<file path="src/rtl/i2c_rx_pkg.sv">
package i2c_rx_pkg;
  localparam int unsigned CNT_FIELD_W = 7;
  localparam int unsigned NAK_BIT     = 7;
  localparam int unsigned DONE_BIT    = 4;
  localparam int unsigned EMPTY_BIT   = 2;
  localparam int unsigned BITS_PER_B  = 8;
endpackage

</file>
<file path="src/rtl/i2c_rx_fifo.sv">
module i2c_rx_fifo #(
  parameter int unsigned DEPTH = 64,
  parameter int unsigned W     = 8
) (
  input  logic         clk_i,
  input  logic         rst_ni,
  input  logic         push_i,
  input  logic [W-1:0] wdata_i,
  input  logic         pop_i,
  output logic [W-1:0] rdata_o,
  output logic         empty_o
);
  localparam int unsigned AW = (DEPTH > 1) ? $clog2(DEPTH) : 1;
  localparam int unsigned NW = $clog2(DEPTH + 1);

  logic [W-1:0]  mem_q [DEPTH];
  logic [AW-1:0] wr_ptr_q, rd_ptr_q;
  logic [NW-1:0] cnt_q;
  logic          full, do_push, do_pop;

  assign empty_o = (cnt_q == '0);
  assign full    = (cnt_q == NW'(DEPTH));
  assign do_push = push_i && !full;  // full: drop newcomer
  assign do_pop  = pop_i && !empty_o;
  assign rdata_o = empty_o ? '0 : mem_q[rd_ptr_q];

  function automatic logic [AW-1:0] nxt(input logic [AW-1:0] p);
    return (p == AW'(DEPTH - 1)) ? '0 : p + AW'(1);
  endfunction

  always_ff @(posedge clk_i) begin
    if (do_push) mem_q[wr_ptr_q] <= wdata_i;
  end

  always_ff @(posedge clk_i or negedge rst_ni) begin
    if (!rst_ni) begin
      wr_ptr_q <= '0;
      rd_ptr_q <= '0;
      cnt_q    <= '0;
    end else begin
      if (do_push) wr_ptr_q <= nxt(wr_ptr_q);
      if (do_pop)  rd_ptr_q <= nxt(rd_ptr_q);
      case ({do_push, do_pop})
        2'b10:   cnt_q <= cnt_q + NW'(1);
        2'b01:   cnt_q <= cnt_q - NW'(1);
        default: cnt_q <= cnt_q;
      endcase
    end
  end

  p_no_overflow_r12: assert property (@(posedge clk_i) disable iff (!rst_ni)
    cnt_q <= NW'(DEPTH));
  p_empty_pop_r9: assert property (@(posedge clk_i) disable iff (!rst_ni)
    (pop_i && empty_o && !push_i) |=> empty_o);
endmodule

</file>
<file path="src/rtl/i2c_rx_engine.sv">
module i2c_rx_engine #(
  parameter int unsigned DEPTH       = 64,
  parameter int unsigned HALF_CYCLES = 4,
  parameter int unsigned CW          = $clog2(DEPTH + 1)
) (
  input  logic          clk_i,
  input  logic          rst_ni,
  input  logic          start_i,
  input  logic [CW-1:0] count_i,
  input  logic          nak_i,
  input  logic          sda_i,
  output logic          scl_o,
  output logic          sda_oe_o,
  output logic          busy_o,
  output logic          push_o,
  output logic [7:0]    byte_o,
  output logic          done_o
);
  import i2c_rx_pkg::*;
  localparam int unsigned PW = (HALF_CYCLES > 1) ? $clog2(HALF_CYCLES) : 1;

  logic [PW-1:0] ph_q;
  logic [3:0]    bit_q;
  logic [CW-1:0] left_q;
  logic [7:0]    shift_q;
  logic          scl_q, busy_q, nak_q, push_q, done_q;
  logic          ph_end, ack_slot;

  assign ph_end   = (ph_q == PW'(HALF_CYCLES - 1));
  assign ack_slot = (bit_q == 4'(BITS_PER_B));

  always_ff @(posedge clk_i or negedge rst_ni) begin
    if (!rst_ni) begin
      ph_q    <= '0;
      bit_q   <= '0;
      left_q  <= '0;
      shift_q <= '0;
      scl_q   <= 1'b0;
      busy_q  <= 1'b0;
      nak_q   <= 1'b0;
      push_q  <= 1'b0;
      done_q  <= 1'b0;
    end else begin
      push_q <= 1'b0;
      done_q <= 1'b0;
      if (start_i && !busy_q) begin
        if (count_i == '0) begin
          done_q <= 1'b1;
        end else begin
          busy_q <= 1'b1;
          left_q <= count_i;
          nak_q  <= nak_i;
          bit_q  <= '0;
          ph_q   <= '0;
          scl_q  <= 1'b0;
        end
      end else if (busy_q) begin
        if (ph_end) begin
          ph_q  <= '0;
          scl_q <= ~scl_q;
          if (!scl_q) begin
            // rising edge: capture data bit
            if (!ack_slot) shift_q <= {shift_q[6:0], sda_i};
          end else if (ack_slot) begin
            bit_q  <= '0;
            push_q <= 1'b1;
            left_q <= left_q - CW'(1);
            if (left_q == CW'(1)) begin
              busy_q <= 1'b0;
              done_q <= 1'b1;
            end
          end else begin
            bit_q <= bit_q + 4'd1;
          end
        end else begin
          ph_q <= ph_q + PW'(1);
        end
      end
    end
  end

  assign scl_o    = scl_q;
  assign sda_oe_o = busy_q && ack_slot && !(nak_q && left_q == CW'(1));
  assign busy_o   = busy_q;
  assign push_o   = push_q;
  assign byte_o   = shift_q;
  assign done_o   = done_q;

  p_scl_idle_r11: assert property (@(posedge clk_i) disable iff (!rst_ni)
    !busy_q |-> !scl_q);
  p_count_clamp_r2: assert property (@(posedge clk_i) disable iff (!rst_ni)
    left_q <= CW'(DEPTH));
  p_ack_ninth_r4: assert property (@(posedge clk_i) disable iff (!rst_ni)
    (busy_q && !ack_slot) |-> !sda_oe_o);
endmodule

</file>
<file path="src/rtl/i2c_rx_burst.sv">
module i2c_rx_burst #(
  parameter int unsigned DEPTH       = 64,
  parameter int unsigned HALF_CYCLES = 4
) (
  input  logic       clk_i,
  input  logic       rst_ni,
  input  logic       ctrl_we_i,
  input  logic [7:0] ctrl_wdata_i,
  input  logic       rd_pop_i,
  output logic [7:0] rd_data_o,
  output logic [7:0] fifo_stat_o,
  output logic [7:0] int_stat_o,
  output logic       busy_o,
  output logic       scl_o,
  input  logic       sda_i,
  output logic       sda_oe_o
);
  import i2c_rx_pkg::*;
  localparam int unsigned CW = $clog2(DEPTH + 1);
  localparam int unsigned FW = (CW > CNT_FIELD_W) ? CW : CNT_FIELD_W;

  logic [FW-1:0] field;
  logic [CW-1:0] count_eff;
  logic          accept, busy, push, done_p, empty, done_q;
  logic [7:0]    rx_byte;

  assign field     = FW'(ctrl_wdata_i[CNT_FIELD_W-1:0]);
  assign count_eff = (field > FW'(DEPTH)) ? CW'(DEPTH) : CW'(field);
  assign accept    = ctrl_we_i && !busy;

  i2c_rx_engine #(.DEPTH(DEPTH), .HALF_CYCLES(HALF_CYCLES), .CW(CW)) u_engine (
    .clk_i    (clk_i),
    .rst_ni   (rst_ni),
    .start_i  (accept),
    .count_i  (count_eff),
    .nak_i    (ctrl_wdata_i[NAK_BIT]),
    .sda_i    (sda_i),
    .scl_o    (scl_o),
    .sda_oe_o (sda_oe_o),
    .busy_o   (busy),
    .push_o   (push),
    .byte_o   (rx_byte),
    .done_o   (done_p)
  );

  i2c_rx_fifo #(.DEPTH(DEPTH), .W(8)) u_fifo (
    .clk_i   (clk_i),
    .rst_ni  (rst_ni),
    .push_i  (push),
    .wdata_i (rx_byte),
    .pop_i   (rd_pop_i),
    .rdata_o (rd_data_o),
    .empty_o (empty)
  );

  always_ff @(posedge clk_i or negedge rst_ni) begin
    if (!rst_ni)     done_q <= 1'b0;
    else if (accept) done_q <= 1'b0;
    else if (done_p) done_q <= 1'b1;
  end

  always_comb begin
    fifo_stat_o            = '0;
    fifo_stat_o[EMPTY_BIT] = empty;
    int_stat_o             = '0;
    int_stat_o[DONE_BIT]   = done_q;
  end
  assign busy_o = busy;

  p_done_idle_r5: assert property (@(posedge clk_i) disable iff (!rst_ni)
    done_q |-> !busy);
  p_busy_write_r10: assert property (@(posedge clk_i) disable iff (!rst_ni)
    (ctrl_we_i && busy) |=> busy);
endmodule

</file>
<file path="config.mk">
export PLATFORM = sky130hd
export DESIGN_NAME = i2c_rx_burst
export DESIGN_NICKNAME = d
export VERILOG_FILES = /design/src/rtl/i2c_rx_pkg.sv /design/src/rtl/i2c_rx_fifo.sv /design/src/rtl/i2c_rx_engine.sv /design/src/rtl/i2c_rx_burst.sv
export SDC_FILE = /design/constraint.sdc
export NUM_CORES = 1
export LEC_CHECK = 0
export ABC_AREA = 1
export BUFFER_PORTS_ARGS = -buffer_cell sky130_fd_sc_hd__buf_4
export CAP_MARGIN = 10
export CORE_MARGIN = 3
export CORE_UTILIZATION = 66
export CTS_CLUSTER_DIAMETER = 200
export CTS_CLUSTER_SIZE = 25
export DETAILED_ROUTE_END_ITERATION = 16
export PLACE_DENSITY_LB_ADDON = 0.2
export SLEW_MARGIN = 5
export SYNTH_ARGS = -nofsm -noshare
export SYNTH_HDL_FRONTEND = slang
export SYNTH_SLANG_ARGS = --single-unit
</file>
<file path="constraint.sdc">
create_clock -name clk_i -period 4.39 [get_ports clk_i]
set_clock_uncertainty 0.05 [all_clocks]
set_input_delay 0.878 -clock clk_i [delete_from_list [all_inputs] [get_ports clk_i]]
set_output_delay 0.878 -clock clk_i [all_outputs]
set_load 0.03 [all_outputs]
</file>
=== Yosys cells after proc, flatten, opt, wreduce, memory -nomap -nowiden ===
Memory sizes are Yosys's and may differ from the RTL's.
Index checks and enable logic that the tools add are counted.

* Bits of input ports: 13
* RAM bits: 512
* Output and inout bits: 27
* Memories: 1
* Logic and storage cells: 108
* Flip-flop bits (word level): 46

* Mux-type cells: 48
* Equal/unequal tests: 9
* Bitwise gates (word level): 4
* Add/subtract/negate cells: 7
* $lt $le $gt $ge: 1
* Reductions and logical operators: 25

{| class="wikitable"
|+ Memories
! memory !! words !! width !! read ports !! clocked after memory_dff !! wr ports !! line !! RTL
|-
| u_fifo.mem_q || 64 || 8 || 1 || 0 || 1 || i2c_rx_fifo.sv:16 || <nowiki>logic [W-1:0] mem_q [DEPTH];</nowiki>
|}

{| class="wikitable"
|+ Operators by type and width
! kind !! number
|-
| 7-bit 2-to-1 mux || 7
|-
| 1-bit 2-to-1 mux || 27
|-
| 4-bit 2-to-1 mux || 6
|-
| 7-bit zero test || 2
|-
| 7-bit case mux with 2 select lines || 1
|-
| 7-bit by 1-bit subtractor with 7-bit output (second input constant) || 2
|-
| 6-bit by 1-bit adder with 6-bit output (second input constant) || 2
|-
| 6-bit == test (second input constant) || 2
|-
| 6-bit 2-to-1 mux || 2
|-
| 2-bit nonzero test || 6
|-
| 5-bit AND reduction || 2
|-
| 2-bit 2-to-1 mux || 4
|-
| 8-bit 2-to-1 mux || 1
|-
| 7-bit by 1-bit adder with 7-bit output (second input constant) || 1
|-
| 7-bit by 1-bit == test with 1-bit output (second input constant) || 1
|-
| 7-bit == test (second input constant) || 1
|-
| 7-bit greater-than comparator (second input constant) || 1
|-
| 1-bit logical AND || 7
|-
| 4-bit by 1-bit adder with 4-bit output (second input constant) || 1
|-
| 2-bit == test (second input constant) || 2
|-
| 4-bit == test (second input constant) || 1
|-
| 1-bit zero test || 4
|-
| 1-bit NOT || 4
|-
| 2-bit AND reduction || 2
|-
| other kinds (5) || 5
|}

=== Longest topological paths before layout ===
Gate-level depths: netlist (run 1).

* Depth in word-level cells: 7
* Gate-level depth with buffers: 21
* Gate-level depth less buffers: 20

=== Cells and area by module ===
From an unflattened synthesis (run 1), not the netlist that was laid out.

* Cells, all modules: 2,456
* Area, all modules: 24,895.1 µm²

{| class="wikitable"
|+ By module, submodules not included
! module !! instances !! area each (µm²) !! cells each !! sequential area each (µm²)
|-
| i2c_rx_fifo || 1 || 23,226.0 || 2,236 || 15,850.2
|-
| i2c_rx_engine || 1 || 1,423.9 || 181 || 650.6
|-
| i2c_rx_burst || 1 || 245.2 || 39 || 25.0
|}

=== Worst setup path before layout (run 1) ===
Ideal clock, no wire load.

* Path type: input -> register
* Start point: input port rd_pop_i
* End point: register u_fifo.cnt_q[6]
* Stages on the path: 17
* Setup slack: 1.636 ns
* Arrival: 2.587 ns
* Buffers on the path: 1
* Library setup time: 0.117 ns
* Path through: nand2_1 clkinv_1 ha_1 buf_4 xnor2_1 inv_1 ha_1 a21oi_1 inv_1 nand2_1 nand2_1 nand3_1 nand2_1 nand2_1 nand2_1 nand2_1 nand2_1

* Word-level cells in the longest chain between the ends: 3
* Elaborated cells on any way between the ends: 5
* Classes of those cells: eq/ne: 2; mux: 1; reduce/logical: 2

{| class="wikitable"
|+ RTL lines
! what !! line !! RTL
|-
| start: declaration || i2c_rx_burst.sv:9 || <nowiki>input logic rd_pop_i,</nowiki>
|-
| 1-bit logical AND (*) || i2c_rx_fifo.sv:24 || <nowiki>assign do_pop = pop_i && !empty_o;</nowiki>
|-
| net u_fifo.do_pop || i2c_rx_fifo.sv:19 || <nowiki>logic full, do_push, do_pop;</nowiki>
|-
| 2-bit by 1-bit == test with 1-bit output / 2-bit == test (equally long branches) || i2c_rx_fifo.sv:43 || <nowiki>case ({do_push, do_pop})</nowiki>
|-
| 7-bit case mux with 2 select lines / 2-bit nonzero test (equally long branches) || - ||
|-
| end signal: assignment || i2c_rx_fifo.sv:44 || <nowiki>2'b10: cnt_q <= cnt_q + NW'(1);</nowiki>
|-
| end signal: assignment || i2c_rx_fifo.sv:45 || <nowiki>2'b01: cnt_q <= cnt_q - NW'(1);</nowiki>
|-
| end signal: assignment || i2c_rx_fifo.sv:46 || <nowiki>default: cnt_q <= cnt_q;</nowiki>
|-
| end: declaration || i2c_rx_fifo.sv:18 || <nowiki>logic [NW-1:0] cnt_q;</nowiki>
|}

The timed path passes the listed nets; every way through them passes the cells marked *.
A chain may end at the register's enable or synchronous reset.

=== Worst setup path in the final report (run 1) ===
* Start point: register u_fifo.rd_ptr_q[0]
* End point: output port rd_data_o[6]

* Word-level cells in the longest chain between the ends: 2

{| class="wikitable"
|+ RTL lines
! what !! line !! RTL
|-
| start: declaration || i2c_rx_fifo.sv:17 || <nowiki>logic [AW-1:0] wr_ptr_q, rd_ptr_q;</nowiki>
|-
| start signal: assignment || i2c_rx_fifo.sv:42 || <nowiki>if (do_pop) rd_ptr_q <= nxt(rd_ptr_q);</nowiki>
|-
| memory 64 x 8 bit || - ||
|-
| 8-bit 2-to-1 mux || i2c_rx_fifo.sv:25 || <nowiki>assign rdata_o = empty_o ? '0 : mem_q[rd_ptr_q];</nowiki>
|-
| end: declaration || i2c_rx_burst.sv:10 || <nowiki>output logic [7:0] rd_data_o,</nowiki>
|}

Every way passes these cells.

==> flow_summary_export.csv, run 1 <==
group,metric,value,unit
yosys,synth_edf_count,512,
clocking,post_cts_buffers,0,
clocking,cts_tree,"done",
cells_and_area,design_area,25870,um^2
yosys,ys_seq_elements,558,
timing,drv_slew,0,
global_route,antenna_found_initial,0,
clocking,cts.clk_slew.worst_paths,0.10,ns
worst_setup_path,worstSetupPathDepth,11,
yosys,ys.flop_type,"edfxtp_1",
clocking,insertion_delay,0.57,ns
global_route,grt_use_total,0.2857,
cells_and_area,layout_common_cells,"820 x nand2_1, 512 x edfxtp_1, 254 x nand3_1",
timing,worstMarginPinSlew,1.038,ns
cells_and_area,num_antenna_cells,0,
place,dpl.cell_count,2838,
worst_setup_path,crit_buf_inv,3,
worst_setup_path,critPathKind,"reg2out",
die,dieArea,39750,um^2
timing,fin_tns_setup,0,ns
yosys,syn_inst,2417,
worst_setup_path,ff2ff_setup_slack,1.20,ns
route,drc,0,
route,drt-pass1-iter-count,6,
worst_setup_path,crit_family,"buffers and inverters",
job,maxCapViolations,0,
power_and_ir_drop,power,15.45,mW
timing,final_hold_viol_count,0,
worst_setup_path,arrival,3.30,ns
yosys,synth_top_cell_by_area,"edfxtp_1",
worst_setup_path,worstSetupEndpoint,"rd_data_o[6]",
worst_setup_path,cpMaxStageDelayCell,"dfrtp_4",
cells_and_area,fill_cells,2623,
route,via_per_inst,5.746,
clocking,cts_root_buf,"clkbuf_16",
power_and_ir_drop,ir_drop,0.4666,mV
route,vias,16584,
timing,grt_setup_unrepaired,"false",
place,gp_congestion,0.8736,
timing,max_freq,236.7,MHz
global_route,grt_pass1_vias,15627,
worst_setup_path,cpMostUsedCell,"nand2_1",
die,core_area,36700,um^2
cells_and_area,drive_gt1_frac,0.05128,
timing,holdWs,0.2680,ns
power_and_ir_drop,p_leak,10.58,nW
worst_setup_path,r2r_start,"u_fifo.cnt_q[5]",
run_status,status,"finished clean",
yosys,synth_cell_types,42,
die,die_h,199.4,um
die,die_x,199.4,um
clocking,cts_sinks,558,
worst_setup_path,critical_path.max_stage_delay,0.67,ns
route,wl_per_cell,19.52,um
yosys,synth_top_cell_area_share,0.6229,
route,first_iter_violations,2035,
global_route,grt_max_degree,147,
clocking,cts_max_level,1,
hold_path,hp-class,"in2async",
cells_and_area,syn2layout_area_growth,4.796,%
clocking,numCtsBuffers,26,
worst_setup_path,timing.rr.end,"u_fifo.cnt_q[6]",
yosys,yosys-top-cells-area,"edfxtp_1 62%, nand2_1 12%, nand3_1 5.2%, dfrtp_1 4.7%, inv_1 3.8%",
yosys,yosysWarnings,0,
place,post_dp_cell_area,25100,um^2
cells_and_area,fin_cells,2886,
yosys,ys_seq_area_frac,0.6695,
worst_setup_path,cp-end-kind,"output port",
clocking,cts_buffer_depth,3,
cells_and_area,final_common_cell,"nand2_1",
die,row_count,70,
worst_setup_path,cp_cell_sequence,"inv_6 -> buf_12 -> nand2_1 -> nand3_1 -> nand2_1 -> a21oi_1 -> nor2_1 -> nand2_1 -> nand3_1 -> a21oi_1 -> buf_4",
clocking,cts_hold_buf,0,
worst_setup_path,crit_fanout,56,
global_route,grt_first_pass_wirelength,87220,um
timing,final.min_clock_period,4.225,ns
worst_setup_path,crit_start,"u_fifo.rd_ptr_q[0]",
yosys,async_flop_share,0.08244,
place,io_buffers,25,
route,drt_wl_total,56350,um
worst_setup_path,cp.required,3.46,ns
route,ant_nets,0,
cells_and_area,fin_nets,2421,
timing,max_slew_margin,0.3080,
worst_setup_path,worst_setup_path_start_kind,"register",
global_route,grt-ovfl-total,0,
yosys,syn_area,24680,um^2
yosys,syn_area_per_cell,10.21,um^2
worst_setup_path,reg2reg_depth,18,
power_and_ir_drop,powerDensity,597.2,nW/um^2
die,io_pins,40,
timing,setup_viol,0,
clocking,cts_resized,0,
die,start_util,0.6726,
timing,period_share,0.9624,
place,hpwl,34100,um
## synth_stat cells (20+ instances only)
library cell,number
nand3_1,254
buf_4,35
buf_6,23
dfrtp_1,46
a21oi_1,27
inv_1,250
o21ai_0,54
o21ai_1,20
edfxtp_1,512
nor2_1,225
nand2_1,820
buf_2,42
## cell families after synthesis
| group | after synthesis | synth area share |
|---|---|---|
| AOI/OAI and AO/OA | 112 | 0.02383 |
| buffers and inverters | 386 | 0.07381 |
| muxes | 6 | 0.002737 |
| and+or+nand+nor | 1327 | 0.2188 |
| DFF | 558 | 0.6695 |
| adders and majority gates | 10 | 0.005069 |
| other | 1 | 0.0001519 |
| xor gates and xnor gates | 17 | 0.006032 |
## registers in the layout (all words and copies together), names as in the netlist
name and count:
u_engine.done_o 1, u_engine.left_q 7, u_engine.busy_o 1, done_q 1, u_fifo.wr_ptr_q 6, u_engine.scl_o 1, u_fifo.mem_q 512, u_fifo.rd_ptr_q 6
u_engine.push_o 1, u_engine.nak_q 1, u_engine.byte_o 8, u_engine.ph_q 2, u_engine.bit_q 4, u_fifo.cnt_q 7
## per-layer routing
metal	track usage	up-vias	wire, um
met2	0.4678	819	27020
met3	0.03473	135	4781
met5	0	-	0
met1	0.4018	7827	22320
met4	0.1080	0	2228
li1	-	7803	-
## final cells by class
cell class	count	area, um^2	share of cell area
Clock buffer	47	750.7	0.02902
Clock inverter	1	20.02	0.0007740
Inverter	262	989.7	0.03826
Multi-Input combinational cell	1486	6384	0.2468
Sequential cell	558	16540	0.6396
Tap cell	468	585.6	0.02264
Timing Repair Buffer	64	593.1	0.02293
## through the flow
stage | setup slack [ns] | util
final | 0.1649 | 0.7048
after global routing | 0.009289 | 0.7048
after CTS | 0.1829 | 0.7048
after detailed placement | 0.8161 | 0.6838
after global placement | 0.8474 | 0.6838
after floorplan | 1.636 | -
## how the worst min path moves through the flow
stage,to,from,cells after the start,slack (ns)
2_1_floorplan,done_q,u_engine.done_o,2,0.41
3_3_place_gp,done_q,u_engine.done_o,2,0.43
3_5_place_dp,done_q,u_engine.done_o,2,0.43
4_1_cts,u_fifo.rd_ptr_q[5],rst_ni,1,0.28
5_1_grt,u_fifo.cnt_q[5],rst_ni,1,0.28
6_report,u_fifo.cnt_q[5],rst_ni,1,0.27
## power by group
part	leakage [nW]	total (mW)	internal, mW	switching [mW]
clock network	0.366	2.76	1.18	1.58
logic	5.04	5.53	1.59	3.94
registers	5.18	7.16	6.66	0.493
Note: power is estimated with default switching activity, not from simulation.
==> run 2, diff against run 1 <==
--- a/config.mk
+++ b/config.mk
@@ -5,7 +5,7 @@
 export SDC_FILE = /design/constraint.sdc
 export NUM_CORES = 1
 export LEC_CHECK = 0
-export ABC_AREA = 1
+export ABC_AREA = 0
 export BUFFER_PORTS_ARGS = -buffer_cell sky130_fd_sc_hd__buf_4
 export CAP_MARGIN = 10
 export CORE_MARGIN = 3
==> flow_summary_export.csv, run 2 <==
group,metric,value,unit
run_status,status,"finished clean",
yosys,synth_top_cell_by_area,"edfxtp_1",
yosys,yosys-top-cells-area,"edfxtp_1 68%, mux4_2 12%, dfrtp_1 5.1%, mux2i_1 1.9%, nor2_1 1.6%",
route,top_layer,"met4",
timing,final.min_clock_period,4.270,ns
clocking,numCtsBuffers,26,
timing,fin_tns_setup,0,ns
cells_and_area,design_area,23900,um^2
route,vias,11536,
route,ant_nets,0,
cells_and_area,layout_common_cells,"512 x edfxtp_1, 121 x mux4_2, 96 x nor2_1",
cells_and_area,drive_gt1_frac,0.1948,
route,met3_length,4546,um
place,io_buffers,25,
place,gp_congestion,0.8606,
hold_path,hp-class,"in2async",
route,first_iter_violations,1548,
clocking,cts_buffer_depth,3,
route,drt-pass1-iter-count,7,
die,dieArea,36480,um^2
timing,period_share,0.9726,
worst_setup_path,critPathKind,"reg2out",
place,post_dp_cell_area,23090,um^2
route,wl_met2,22730,um
power_and_ir_drop,powerDensity,585.8,nW/um^2
yosys,ys_seq_elements,558,
clocking,cts_sinks,558,
worst_setup_path,worst_setup_path_start_kind,"register",
yosys,syn_area,22590,um^2
global_route,grt_first_pass_wirelength,72530,um
route,m1WireLength,19120,um
cells_and_area,top_register,"u_fifo.mem_q",
power_and_ir_drop,p_leak,7.656,nW
die,die_x,191.0,um
cells_and_area,syn2layout_area_growth,5.822,%
power_and_ir_drop,power,14.00,mW
worst_setup_path,reg2reg_depth,12,
clocking,cts_max_level,1,
cells_and_area,fin_nets,1240,
yosys,ys.flop_type,"edfxtp_1",
global_route,grt_use_total,0.2683,
place,hpwl,29080,um
cells_and_area,fill_cells,2015,
global_route,antenna_found_initial,1,
route,drt_wl_total,47700,um
timing,worstMarginPinSlew,1.231,ns
timing,max_freq,234.2,MHz
worst_setup_path,arrival,3.34,ns
cells_and_area,largest_register_ffs,512,
route,via_per_inst,6.883,
cells_and_area,final_common_cell,"edfxtp_1",
route,wl_per_cell,28.46,um
die,row_count,67,
clocking,cts_hold_buf,0,
clocking,insertion_delay,0.57,ns
die,core_area,33620,um^2
die,start_util,0.6719,
yosys,synthTopCellsByCount,"512 x edfxtp_1, 121 x mux4_2, 96 x nor2_1",
die,io_pins,40,
worst_setup_path,cp-end-kind,"output port",
yosys,yosysWarnings,0,
yosys,post-synth-top-count-cell,"edfxtp_1",
yosys,syn_area_per_cell,18.74,um^2
cells_and_area,fin_cells,1676,
yosys,async_flop_share,0.08244,
timing,grt_setup_unrepaired,"false",
die,die_h,191.0,um
timing,setup_viol,0,
power_and_ir_drop,ir_drop,0.5207,mV
timing,final_hold_viol_count,0,
worst_setup_path,crit_fanout,42,
yosys,ys_seq_area_frac,0.7317,
timing,max_slew_margin,0.1795,
cells_and_area,ff_latch_area,16550,um^2
yosys,synth_edf_count,512,
route,drc,0,
clocking,cts.clk_slew.worst_paths,0.10,ns
global_route,grt_max_degree,67,
timing,drv_slew,0,
worst_setup_path,cp.required,3.46,ns
yosys,synth_cell_types,68,
job,maxCapViolations,0,
clocking,cts_root_buf,"clkbuf_16",
cells_and_area,multi_input_area,5504,um^2
global_route,grt_pass1_vias,11369,
place,dpl.cell_count,1634,
yosys,synth_top_cell_area_share,0.6807,
yosys,syn_inst,1205,
global_route,grt-ovfl-total,0,
clocking,cts_tree,"done",
[run 2: cell types whose count changed after synthesis, sizes merged, moves of 8 or more]
cell   change
a21oi     -14
buf       -48
inv      -241
mux2i     +42
mux4     +121
nand2    -772
nand3    -232
nor2     -131
nor2b     +10
o21ai     -35
o22ai     +12
xor2       -8
[run 2: path summary, 6_finish.rpt]
kind                                     from                 end  slack [ns]
max                        u_fifo.rd_ptr_q[3]        rd_data_o[0]        0.12
min reg2reg                   u_engine.done_o              done_q        0.44
max in group asynchronous              rst_ni  u_fifo.rd_ptr_q[0]        3.59
min                                    rst_ni     u_fifo.cnt_q[1]        0.25
max reg2reg                   u_fifo.cnt_q[2]     u_fifo.cnt_q[6]        0.53
min in group clk_i            u_engine.done_o              done_q        0.44
[run 2: where the power goes]
part	leakage, nW	total (mW)	switching (mW)	internal, mW
sequential	5.19	7.46	0.830	6.63
combinational	2.11	3.84	2.14	1.70
clock	0.354	2.70	1.55	1.14
[run 2: layout make-up]
type,count,area share
Antenna cell,1,0.0001047
Clock buffer,37,0.02984
Clock inverter,1,0.0008376
Inverter,16,0.002513
Multi-Input combinational cell,561,0.2303
Sequential cell,558,0.6924
Tap cell,448,0.02345
Timing Repair Buffer,54,0.02063
[run 2: repair_timing]
action / CTS / global route
setup endpoints to repair: 0 / 3
resized for setup: 0 / 2
buffers inserted: 0 / 1
endpoints found under the hold margin: 0 / 0
[run 2: routing by layer]
layer  up-vias  GRT usage
met5         -          0
met4         0    0.06068
met3        83    0.04365
met2       700     0.4155
met1      5934     0.4164
li1       4819          -
[run 2: cell families after synthesis]
family,synth area share
adder cells (fa/ha/maj),0.005540
AND/OR/NAND/NOR,0.04803
AO/OA/AOI/OAI,0.03811
multiplexers,0.1442
other,0.0001660
flip-flops,0.7317
buffers and inverters,0.02681
XOR/XNOR,0.005429
[run 2: worst max-delay path, cell delays in order (launching register included)]
cell and delay [ns]:
dfrtp_2 1.03, buf_4 0.32, mux4_2 0.31, mux2i_1 0.23, o2111ai_1 0.29, nand3_1 0.26, o41ai_1 0.12, buf_4 0.19
[run 2: per-stage QoR]
step,hold slack [ns],utilization,worst slack (ns)
2_1_floorplan,0.3915,-,1.005
3_3_place_gp,0.4148,0.6869,0.6572
3_5_place_dp,0.4285,0.6869,0.6017
4_1_cts,0.2572,0.7087,0.03096
5_1_grt,0.2724,0.7109,0.01868
6_report,0.2528,0.7110,0.1204
==> run 3, diff against run 2 <==
--- a/config.mk
+++ b/config.mk
@@ -17,4 +17,5 @@
 export SLEW_MARGIN = 5
 export SYNTH_ARGS = -nofsm -noshare
 export SYNTH_HDL_FRONTEND = slang
+export SYNTH_HIERARCHICAL = 1
 export SYNTH_SLANG_ARGS = --single-unit
==> flow_summary_export.csv, run 3 <==
group,metric,value,unit
yosys,yosysWarnings,6,
worst_setup_path,cp.required,3.46,ns
route,ant_nets,0,
timing,max_slew_margin,0.2177,
yosys,yosys-top-cells-area,"edfxtp_1 68%, mux4_2 10%, dfrtp_1 5.1%, mux2i_1 2.6%, nor2_1 1.5%",
cells_and_area,largest_register_ffs,512,
power_and_ir_drop,ir_drop,0.4868,mV
cells_and_area,layout_common_cells,"512 x edfxtp_1, 105 x mux4_2, 93 x nor2_1",
timing,fin_ws,0.07951,ns
global_route,grt_first_pass_wirelength,73970,um
cells_and_area,syn2layout_area_growth,6.057,%
yosys,synth_edf_count,512,
route,via_per_inst,6.863,
cells_and_area,final_common_cell,"edfxtp_1",
timing,period_share,0.9819,
die,die_x,191.1,um
yosys,ys_seq_elements,558,
yosys,syn_area_per_cell,18.54,um^2
timing,final.min_clock_period,4.310,ns
die,start_util,0.6728,
route,drt-pass1-iter-count,5,
yosys,ys.flop_type,"edfxtp_1",
cells_and_area,fill_cells,2018,
place,gp_congestion,0.9100,
timing,max_freq,232.0,MHz
route,vias,11660,
cells_and_area,design_area,23990,um^2
timing,drv_slew,0,
global_route,grt-ovfl-total,0,
cells_and_area,num_antenna_cells,0,
clocking,cts_tree,"done",
global_route,grt_pass1_vias,11620,
clocking,cts_hold_buf,0,
place,io_buffers,25,
die,row_count,67,
place,dpl.cell_count,1648,
global_route,antenna_found_initial,0,
yosys,async_flop_share,0.08244,
worst_setup_path,crit_fanout,31,
clocking,cts_max_level,1,
yosys,synthTopCellsByCount,"512 x edfxtp_1, 105 x mux4_2, 93 x nor2_1",
hold_path,hp-class,"in2async",
route,drt_wl_total,48760,um
global_route,grt_use_total,0.2749,
worst_setup_path,worst_setup_path_start_kind,"register",
power_and_ir_drop,powerDensity,565.7,nW/um^2
clocking,cts_root_buf,"clkbuf_16",
route,wl_per_cell,28.70,um
cells_and_area,fin_cells,1699,
worst_setup_path,arrival,3.38,ns
timing,worstMarginPinSlew,1.173,ns
timing,grt_setup_unrepaired,"false",
worst_setup_path,critPathKind,"reg2out",
cells_and_area,drive_gt1_frac,0.1886,
job,maxCapViolations,0,
die,core_area,33620,um^2
clocking,cts_buffer_depth,3,
run_status,status,"finished clean",
route,first_iter_violations,1516,
place,place_ws,0.5525,ns
clocking,numCtsBuffers,26,
yosys,ys_seq_area_frac,0.7307,
timing,final_hold_viol_count,0,
yosys,syn_inst,1220,
yosys,syn_area,22620,um^2
global_route,grt_max_degree,67,
die,die_h,191.1,um
yosys,synth_top_cell_by_area,"edfxtp_1",
yosys,post-synth-top-count-cell,"edfxtp_1",
clocking,cts.clk_slew.worst_paths,0.10,ns
place,post_dp_cell_area,23150,um^2
timing,fin_tns_setup,0,ns
die,dieArea,36530,um^2
cells_and_area,fin_nets,1254,
clocking,insertion_delay,0.57,ns
place,hpwl,30210,um
yosys,synth_cell_types,76,
power_and_ir_drop,p_leak,7.826,nW
cells_and_area,top_register,"u_fifo/mem_q",
die,io_pins,40,
worst_setup_path,cp-end-kind,"output port",
clocking,cts_sinks,558,
yosys,synth_top_cell_area_share,0.6798,
route,drc,0,
timing,setup_viol,0,
[run 3: cell types whose count changed in the layout (fill, tap and decap cells not counted), moves of 12 or more]
| cell | previous run | this run |
|---|---|---|
| a22oi_1 | 2 | 17 |
| mux2i_1 | 42 | 59 |
| mux4_2 | 121 | 105 |
| nand2_1 | 46 | 34 |
| o21ai_0 | 38 | 26 |
[run 3: timing repair]
action	in CTS	in global routing
setup buffers	1	0
setup endpoints to repair	2	1
pin swaps	0	0
gates resized for setup	0	1
[run 3: kinds of logic (layout without fill, tap and decap cells)]
group / count (synthesis) / after routing / share of synthesized area
flops: 558 / 558 / 0.7307
simple gates: 214 / 214 / 0.04774
mux: 180 / 180 / 0.1386
compound gates: 152 / 152 / 0.04851
buf+inv: 91 / 109 / 0.02334
xor+xnor: 14 / 14 / 0.005421
fa+ha+maj: 10 / 10 / 0.005532
other cells: 1 / 14 / 0.0001658
[run 3: path summary, 6_finish.rpt]
check                      cells past startpoint                  to          startpoint  slack (ns)
max                                            6        rd_data_o[1]  u_fifo/rd_ptr_q[0]        0.08
min                                            1  u_engine/left_q[0]              rst_ni        0.25
min reg2reg                                    2              done_q     u_engine/done_o        0.44
max in group asynchronous                      1  u_fifo/rd_ptr_q[1]              rst_ni        3.56
min in group clk_i                             2              done_q     u_engine/done_o        0.44
max reg2reg                                   12     u_fifo/cnt_q[4]     u_fifo/cnt_q[2]        0.60
[run 3: critical path: stages, from the launching register on]
cell and delay [ns]:
dfrtp_4 0.71, buf_12 0.32, mux4_2 0.55, a22oi_1 0.34, nand3_1 0.27, a32o_1 0.40
buf_4 0.20
[run 3: layout make-up]
cell class,count,area (um^2),share of cell area
timing repair buffer,48,447.9,0.01867
sequential,558,16550,0.6898
inverter,13,48.80,0.002034
tap,448,560.5,0.02337
multi-input combinational,584,5613,0.2340
clock inverter,1,20.02,0.0008346
clock buffer,47,750.7,0.03130
[run 3: report_power, final]
part	internal (mW)	switching (mW)
Combinational	1.46	2.26
Clock	1.18	1.54
Sequential	6.51	0.623
Total	9.15	4.42
[run 3: layer usage]
layer | vias to the layer above | GRT usage | share of wire
met5 | - | 0 | 0
met4 | 0 | 0.06661 | 0.029
met3 | 100 | 0.04163 | 0.093
met2 | 659 | 0.4429 | 0.49
met1 | 6017 | 0.4094 | 0.39
li1 | 4884 | - | -
[run 3: per-stage QoR]
step	hold slack (ns)	power (mW)	utilization
finish	0.2544	13.57	0.7136
global route	0.2879	14.07	0.7136
CTS	0.2702	13.56	0.7123
detailed placement	0.4247	10.89	0.6888
global placement	0.4253	10.78	0.6888
floorplan	0.3915	9.474	-
